File: src/rtl/pm_sci_pkg.sv
package pm_sci_pkg;
  localparam int unsigned PM1_W      = 16;
  localparam int unsigned PM1_BYTES  = PM1_W / 8;
  localparam int unsigned TMR_BIT    = 0;
  localparam int unsigned GLOCK_BIT  = 5;
  localparam int unsigned PWRBTN_BIT = 8;
  localparam int unsigned RTC_BIT    = 10;
  localparam logic [PM1_W-1:0] PM1_SCI_MASK =
    (PM1_W'(1) << TMR_BIT) | (PM1_W'(1) << GLOCK_BIT) |
    (PM1_W'(1) << PWRBTN_BIT) | (PM1_W'(1) << RTC_BIT);

  localparam int unsigned GPE_PCI_BIT = 1;
  localparam int unsigned GPE_CPU_BIT = 2;
  localparam logic [7:0] GPE_SCI_MASK =
    (8'(1) << GPE_PCI_BIT) | (8'(1) << GPE_CPU_BIT);

  // byte offsets of the register map
  localparam int unsigned OFS_PM1_STS = 0;
  localparam int unsigned OFS_PM1_EN  = OFS_PM1_STS + PM1_BYTES;
  localparam int unsigned OFS_GPE     = OFS_PM1_EN + PM1_BYTES;
endpackage

File: src/rtl/pm_wr_lane_map.sv
module pm_wr_lane_map #(
  parameter int unsigned LANES     = 4,
  parameter int unsigned ADDR_W    = 4,
  parameter int unsigned MAP_BYTES = 8
) (
  input  logic [LANES-1:0]       be_i,
  input  logic [ADDR_W-1:0]      addr_i,
  input  logic [8*LANES-1:0]     data_i,
  output logic [MAP_BYTES-1:0]   stb_o,
  output logic [8*MAP_BYTES-1:0] dat_o
);
  // each register byte looks for the lane that lands on it
  for (genvar j = 0; j < MAP_BYTES; j++) begin : g_byte
    always_comb begin
      stb_o[j]       = 1'b0;
      dat_o[8*j +: 8] = 8'h00;
      for (int i = 0; i < LANES; i++) begin
        if (be_i[i] && ((int'(addr_i) + i) == j)) begin
          stb_o[j]        = 1'b1;
          dat_o[8*j +: 8] = data_i[8*i +: 8];
        end
      end
    end
  end
endmodule

File: src/rtl/pm_evt_bank.sv
module pm_evt_bank #(
  parameter int unsigned BYTES = 2,
  localparam int unsigned W    = 8 * BYTES
) (
  input  logic             clk,
  input  logic             rst,
  input  logic [W-1:0]     set_i,
  input  logic [BYTES-1:0] sts_stb_i,
  input  logic [W-1:0]     sts_dat_i,
  input  logic [BYTES-1:0] en_stb_i,
  input  logic [W-1:0]     en_dat_i,
  output logic [W-1:0]     sts_o,
  output logic [W-1:0]     en_o
);
  for (genvar b = 0; b < BYTES; b++) begin : g_byte
    logic [7:0] sts_q;
    logic [7:0] en_q;
    logic [7:0] clr;

    assign clr = sts_stb_i[b] ? sts_dat_i[8*b +: 8] : 8'h00;

    always_ff @(posedge clk) begin
      if (rst) begin
        sts_q <= 8'h00;
        en_q  <= 8'h00;
      end else begin
        // set strobe beats write-1-to-clear
        sts_q <= (sts_q & ~clr) | set_i[8*b +: 8];
        if (en_stb_i[b]) en_q <= en_dat_i[8*b +: 8];
      end
    end

    assign sts_o[8*b +: 8] = sts_q;
    assign en_o[8*b +: 8]  = en_q;
  end
endmodule

File: src/rtl/pm_sci_reduce.sv
module pm_sci_reduce
  import pm_sci_pkg::*;
#(
  parameter int unsigned GPE_W = 16
) (
  input  logic             clk,
  input  logic             rst,
  input  logic [PM1_W-1:0] pm1_sts_i,
  input  logic [PM1_W-1:0] pm1_en_i,
  input  logic [GPE_W-1:0] gpe_sts_i,
  input  logic [GPE_W-1:0] gpe_en_i,
  output logic             sci_o,
  output logic             tmr_arm_o
);
  logic pm1_hit;
  logic gpe_hit;
  logic arm_d;

  assign pm1_hit = |(pm1_sts_i & pm1_en_i & PM1_SCI_MASK);
  assign gpe_hit = |(gpe_sts_i[7:0] & gpe_en_i[7:0] & GPE_SCI_MASK);
  assign arm_d   = pm1_en_i[TMR_BIT] & ~pm1_sts_i[TMR_BIT];

  always_ff @(posedge clk) begin
    if (rst) begin
      sci_o     <= 1'b0;
      tmr_arm_o <= 1'b0;
    end else begin
      sci_o     <= pm1_hit | gpe_hit;
      tmr_arm_o <= arm_d;
    end
  end
endmodule

File: src/rtl/pm_sci_combiner.sv
module pm_sci_combiner
  import pm_sci_pkg::*;
#(
  parameter int unsigned LANES     = 4,
  parameter int unsigned ADDR_W    = 4,
  parameter int unsigned GPE_BYTES = 2,
  localparam int unsigned GPE_W     = 8 * GPE_BYTES,
  localparam int unsigned MAP_BYTES = OFS_GPE + 2 * GPE_BYTES
) (
  input  logic               clk,
  input  logic               rst,
  input  logic [PM1_W-1:0]   pm1_set_i,
  input  logic [GPE_W-1:0]   gpe_set_i,
  input  logic [LANES-1:0]   wr_be_i,
  input  logic [ADDR_W-1:0]  wr_addr_i,
  input  logic [8*LANES-1:0] wr_data_i,
  output logic               sci_o,
  output logic               tmr_arm_o
);
  localparam int unsigned OFS_GPE_EN = OFS_GPE + GPE_BYTES;

  logic [MAP_BYTES-1:0]   byte_stb;
  logic [8*MAP_BYTES-1:0] byte_dat;
  logic [PM1_W-1:0]       pm1_sts;
  logic [PM1_W-1:0]       pm1_en;
  logic [GPE_W-1:0]       gpe_sts;
  logic [GPE_W-1:0]       gpe_en;

  pm_wr_lane_map #(
    .LANES(LANES), .ADDR_W(ADDR_W), .MAP_BYTES(MAP_BYTES)
  ) u_map (
    .be_i(wr_be_i), .addr_i(wr_addr_i), .data_i(wr_data_i),
    .stb_o(byte_stb), .dat_o(byte_dat)
  );

  pm_evt_bank #(.BYTES(PM1_BYTES)) u_pm1 (
    .clk(clk), .rst(rst), .set_i(pm1_set_i),
    .sts_stb_i(byte_stb[OFS_PM1_STS +: PM1_BYTES]),
    .sts_dat_i(byte_dat[8*OFS_PM1_STS +: PM1_W]),
    .en_stb_i(byte_stb[OFS_PM1_EN +: PM1_BYTES]),
    .en_dat_i(byte_dat[8*OFS_PM1_EN +: PM1_W]),
    .sts_o(pm1_sts), .en_o(pm1_en)
  );

  pm_evt_bank #(.BYTES(GPE_BYTES)) u_gpe (
    .clk(clk), .rst(rst), .set_i(gpe_set_i),
    .sts_stb_i(byte_stb[OFS_GPE +: GPE_BYTES]),
    .sts_dat_i(byte_dat[8*OFS_GPE +: GPE_W]),
    .en_stb_i(byte_stb[OFS_GPE_EN +: GPE_BYTES]),
    .en_dat_i(byte_dat[8*OFS_GPE_EN +: GPE_W]),
    .sts_o(gpe_sts), .en_o(gpe_en)
  );

  pm_sci_reduce #(.GPE_W(GPE_W)) u_reduce (
    .clk(clk), .rst(rst),
    .pm1_sts_i(pm1_sts), .pm1_en_i(pm1_en),
    .gpe_sts_i(gpe_sts), .gpe_en_i(gpe_en),
    .sci_o(sci_o), .tmr_arm_o(tmr_arm_o)
  );
endmodule

File: config.mk
export PLATFORM = sky130hd
export DESIGN_NAME = pm_sci_combiner
export DESIGN_NICKNAME = d
export VERILOG_FILES = /design/src/rtl/pm_sci_pkg.sv /design/src/rtl/pm_wr_lane_map.sv /design/src/rtl/pm_evt_bank.sv /design/src/rtl/pm_sci_reduce.sv /design/src/rtl/pm_sci_combiner.sv
export SDC_FILE = /design/constraint.sdc
export NUM_CORES = 1
export LEC_CHECK = 0
export CAP_MARGIN = 20
export CORE_MARGIN = 5
export CORE_UTILIZATION = 37
export CTS_CLUSTER_SIZE = 8
export DETAILED_ROUTE_END_ITERATION = 7
export MAX_ROUTING_LAYER = met4
export PLACE_DENSITY_LB_ADDON = 0.12
export RECOVER_POWER = 50
export REMOVE_ABC_BUFFERS = 1
export SYNTH_ARGS = -nofsm -noshare
export SYNTH_HDL_FRONTEND = slang
export SYNTH_SLANG_ARGS = --single-unit
File: constraint.sdc
create_clock -name clk -period 5 [get_ports clk]
set_input_delay 1 -clock clk [delete_from_list [all_inputs] [get_ports clk]]
set_output_delay 1 -clock clk [all_outputs]
set_load 0.02 [all_outputs]
# After elaboration in Yosys (flattened, before gate mapping)
# Cells that the tools add are included.
# word_totals
regBits	40
latch_bits	0
ramBits	0
rom_bits	0
inputBits	74
output_inout_bits	2
n_memories	0
# classes
addsub	3
n_mul	0
div_mod_pow	0
magnitude_cmp	0
n_eq_ne	20
shift	0
n_mux	51
n_bitwise	14
n_reduce_logical	30
# op_table
operator	n
$eq 32x3->1 const B	6
$eq 32x4->1 const B	6
$mux 8	19
$logic_not 32->1	4
$eq 32x2->1 const B	3
$and 8x8->8	3
$logic_and 1x1->1	24
$mux 1	24
$mux 3	8
$not 8->8	3
$or 8x8->8	3
$and 11x11->11	1
$add 4x2->5 const B	2
$eq 4x3->1 const B	2
$eq 4x4->1 const B	2
$add 4x1->5 const B	1
$eq 4x2->1 const B	1
$reduce_or 4->1	1
$and 3x3->3	1
$reduce_or 2->1	1
$and 1x1->1	1
$not 1->1	1
$or 1x1->1	1

# Logic depth before layout (Yosys ltp)
# logic_depth
ltp_word	10
ltp_mapped	8
mapped_depth_nobuf	7

# Cells and area by module
# A second synthesis with hierarchy kept.
# hier_totals
cells_unflattened	537
hier_area_um2	4662.0
# by_module_without_submodules
module	n_inst	cells_each	area_per_inst_um2	seq_area_each_um2
pm_evt_bank	2	119	1261.2	640.6
pm_wr_lane_map	1	292	2063.2	0.0
pm_sci_reduce	1	7	76.3	40.0

# Worst setup path after synthesis
# Ideal clock, no wire load.
# synth_path
path_type	input -> register
startpoint	in wr_addr_i[1]
endpoint	reg u_gpe.g_byte[0].en_q[1]
setup_time_ns	0.091
t_arrival_ns	2.469
required_ns	4.909
slack_ns	2.440
stages	7
n_path_buf	1
cell_sequence	clkbuf_1 -> inv_1 -> ha_1 -> or3_1 -> a21oi_1 -> nand3_1 -> a311oi_1
# synth_via
elab_chain_cells	6
# synth_lines
element	line_no	source
from (decl)	pm_sci_combiner.sv:15	input logic [ADDR_W-1:0] wr_addr_i,
$add 4x1->5 / $eq 4x4->1 (equally long branches)	pm_wr_lane_map.sv:18	if (be_i[i] && ((int'(addr_i) + i) == j)) begin
$eq 32x4->1 / $logic_and 1x1->1 (equally long branches)	pm_wr_lane_map.sv:18	
$logic_and 1x1->1, or another cell as far along	pm_wr_lane_map.sv:18	
$mux 3 / $mux 1 (equally long branches) (3 in series)	pm_wr_lane_map.sv:18	
to (signal assigned)	pm_evt_bank.sv:29	if (en_stb_i[b]) en_q <= en_dat_i[8*b +: 8];
to (decl)	pm_evt_bank.sv:17	logic [7:0] en_q;
# Several ways; a longest one is shown, not always the timed one.
# A chain may end at the register's enable or synchronous reset.

# Worst setup path in the final report
# layout_path
startpoint	in wr_addr_i[1]
endpoint	reg u_pm1.g_byte[1].en_q[0]
# layout_via
elab_chain_cells	6
# layout_lines
element	line_no
$add 4x1->5 / $eq 4x3->1 (equally long branches)	pm_wr_lane_map.sv:18
$eq 32x3->1 / $logic_and 1x1->1 (equally long branches)	pm_wr_lane_map.sv:18
$logic_and 1x1->1, or another cell as far along	pm_wr_lane_map.sv:18
$mux 3 / $mux 1 (equally long branches) (3 in series)	pm_wr_lane_map.sv:18
to (signal assigned)	pm_evt_bank.sv:29
to (decl)	pm_evt_bank.sv:17
# Several ways; a longest one is shown, not always the timed one.

==> key figures <==
Yosys
  – Post-synth EDFFs: 0
  – Sequential-to-total area share from yosys stat: 26.08%
  – Async set-reset flop share out of synthesis: 0%
  – Netlist area before placement: 1075 sq um
  – Compound-Gate Fraction of Synth Area: 30.03%
  – Main combinational cell family by area after synthesis: simple AND/OR/NAND/NOR gates
  – Synth cell types: 45
  – Synth Area in Adders: 2.328%
  – Yosys Warn Count: 0
  – Multiplexer area fraction after synthesis: 3.842%
  – Syn Area/Cell: 7.788 sq um
  – Post-synthesis instance total: 138
  – #FFs+latches synth: 14
  – Synth Area in XOR/XNOR: 1.513%
  – Top_reg_cell synth: dfxtp_1
  – Simple-gate portion of the synthesized area: 30.85%

Floorplan
  – Rows: 19
  – Die X: 63.90 um
  – # IOs: 76
  – Die Ht: 63.90 um
  – Die area: 4083 sq um
  – Starting Density: 38.64%
  – Core Area: 2781 sq um

Global route
  – Maximum number of pins on one net before global-route repair: 16
  – Gr ovfl total: 0
  – GRT Overall Usage: 17.50%
  – Initial antenna violation count: 0
  – Vias in the first global route: 1256
  – Global-route wire length before repair: 5637 um

Clocking
  – Post-cts gate resize count: 0
  – Root buf cell: clkbuf_4
  – Clk sink count: 14
  – Max H-tree Level: 1
  – Clock transition at path regs: 90 ps
  – Clk buf depth: 2
  – Num CTS Buffers: 3
  – Clk_lat worst skew: 290 ps
  – CTS Hold Bufs: 0
  – TritonCTS clock tree: built
  – Post-CTS setup buffers: 0

Worst hold path
  – Worst Hold Class: flip-flop to flip-flop

Placement
  – Detail Placement HPWL: 2684 um
  – PortBufs: 33
  – GPL Wtd Cong: 0.8973

Critical path
  – Critical path class: input port to flip-flop
  – Max incr delay on CP: 800 ps
  – Critical path cell sequence: dlygate4sd3_1, ha_1, xor2_1, nor4_1, a211oi_2, a221oi_1, nor2_1
  – Req. time, crit path: 5160 ps
  – Crit path launch type: input port
  – Worst setup EP type: flip-flop
  – CP max stage cell: dlygate4sd3_1
  – Worst Path Max Fanout: 14
  – Worst Path Arrival: 3530 ps

Drt
  – Routed vias/inst: 6.248
  – WL/cell: 16.84 um
  – Wirelength, routed: 3402 um
  – Drt drc: 0
  – Initial drt markers: 108
  – Via count of the routed design: 1262
  – Drt pass-1 iters: 4
  – Post-route ant nets: 0

Cells and area
  – N_diodes: 0
  – P&R area growth vs syn: 35.51%
  – Layout cell share with drive strength beyond 1: 8.187%
  – Final #Nets: 248
  – Final core occ: 52.36%

STA
  – Slew Viols, Final: 0
  – Hold slack final: 472.7 ps
  – Setup TNS: 0 ps
  – RSZ-0062 raised after global routing: false
  – Worst slew pin tran: 822.0 ps
  – Crit path time final: 3367 ps
  – Slew margin rel.: 45.08%
  – Clock Skews: 3.915 ps
  – Final period util: 67.34%
  – Setup-failing EPs final: 0
  – Fmax: 297.0 MHz
  – Final hold vios: 0

Pwr
  – VDD IR max: 0.0001688 V
  – Leakage: 0.5405 nW
  – Power, Total: 0.0002868 W
  – PwrDens: 196.9 nW/um^2

Outcome
  – Outcome: finished clean

Job
  – Maxcap violations: 0
[cells by family (layout without fill, tap and decap cells)]
kind of cell,count (synthesis),in the layout
adder cells (fa/ha/maj),2,2
AO/OA/AOI/OAI,41,41
AND/OR/NAND/NOR,61,61
XOR/XNOR,1,1
flip-flops,14,14
multiplexers,4,4
buffers and inverters,15,48
[layout by cell type, fill, tap and decap left out, types with 2 or more instances in the layout]
cell type and count:
a211o_1 2, a21oi_1 5, a221o_1 2, a22oi_1 6
a311oi_1 5, a31oi_1 5, a32oi_1 3, a41oi_1 2
clkbuf_4 3, clkdlybuf4s50_1 29, dfxtp_1 14, dlygate4sd3_1 4
ha_1 2, inv_1 11, mux2i_1 3, nand2_1 11
nand2b_1 2, nand3_1 7, nand4_1 3, nor2_1 12
nor3_1 7, nor3b_1 3, nor4_1 3, nor4b_1 2
o21ai_0 3
[worst paths after layout]
path | end | start | cells past startpoint | slack [ps]
worst max-delay path | u_pm1.g_byte[1].en_q[0]$_SDFFE_PP0P_ | wr_addr_i[1] | 7 | 1630
worst min-delay path | u_reduce.tmr_arm_o$_SDFF_PP0_ | u_pm1.g_byte[0].sts_q[0]$_SDFF_PP0_ | 1 | 470
worst max register to register | u_gpe.g_byte[0].en_q[2]$_SDFFE_PP0P_ | u_gpe.g_byte[0].en_q[2]$_SDFFE_PP0P_ | 3 | 3950
worst min register to register | u_reduce.tmr_arm_o$_SDFF_PP0_ | u_pm1.g_byte[0].sts_q[0]$_SDFF_PP0_ | 1 | 470
[cell usage after synthesis (2+ instances only)]
library cell	count	area, sq um
nor4b_1	2	17.52
a221o_1	2	20.02
a31oi_1	5	31.28
nor4_1	3	18.77
nor3_1	7	35.03
a32oi_1	3	26.28
a21oi_1	5	25.02
inv_1	11	41.29
clkbuf_1	3	11.26
nand2b_1	2	12.51
a211o_1	2	17.52
dfxtp_1	14	280.3
nor3b_1	3	22.52
a22oi_1	6	45.04
mux2i_1	3	30.03
nand3_1	7	35.03
nor2_1	12	45.04
a41oi_1	2	17.52
nand2_1	11	41.29
o21ai_0	3	15.01
a311oi_1	5	43.79
nand4_1	3	18.77
ha_1	2	25.02
[where the power goes]
part / switching [W] / internal [W] / leakage (nW)
combinational: 0.0000382 / 0.0000401 / 0.404
sequential: 0.00000422 / 0.000118 / 0.115
clock: 0.0000419 / 0.0000444 / 0.0210
[through the flow]
step	std cells	instance area, sq um	setup WS [ps]
global placement	198	1428	1474
global route	202	1456	1398
finish	202	1456	1633
floorplan	134	1059	2466
CTS	202	1464	1740
detailed placement	198	1428	1443
[flip-flops by register name, indices dropped and copies added, names as in the netlist]
signal,count
u_gpe.g_byte.en_q,2
u_pm1.g_byte.en_q,4
u_reduce.sci_o,1
u_gpe.g_byte.sts_q,2
u_reduce.tmr_arm_o,1
u_pm1.g_byte.sts_q,4
[worst max-delay path: cells and delay by family]
kind / cells / cell delay (ps)
buf+inv: 1 / 800
simple gates: 2 / 750
fa+ha+maj: 1 / 380
compound gates: 2 / 370
xor+xnor: 1 / 230
[routing by layer]
layer / wire length, um / global-route usage, % / vias up
met5: 0 / - / -
met4: 51 / 5.714 / 0
met3: 259 / 4.904 / 7
met2: 1666 / 27.51 / 56
met1: 1425 / 21.48 / 590
li1: - / - / 609
[layout make-up]
class	instances	area (sq um)
fillers	276	1325
multi-input cells	109	729.5
repair buffers	33	330.3
flip-flops and latches	14	280.3
inverters	11	41.29
well taps	31	38.79
clock buffers	4	36.28
Power figures use the tool's default switching activity.
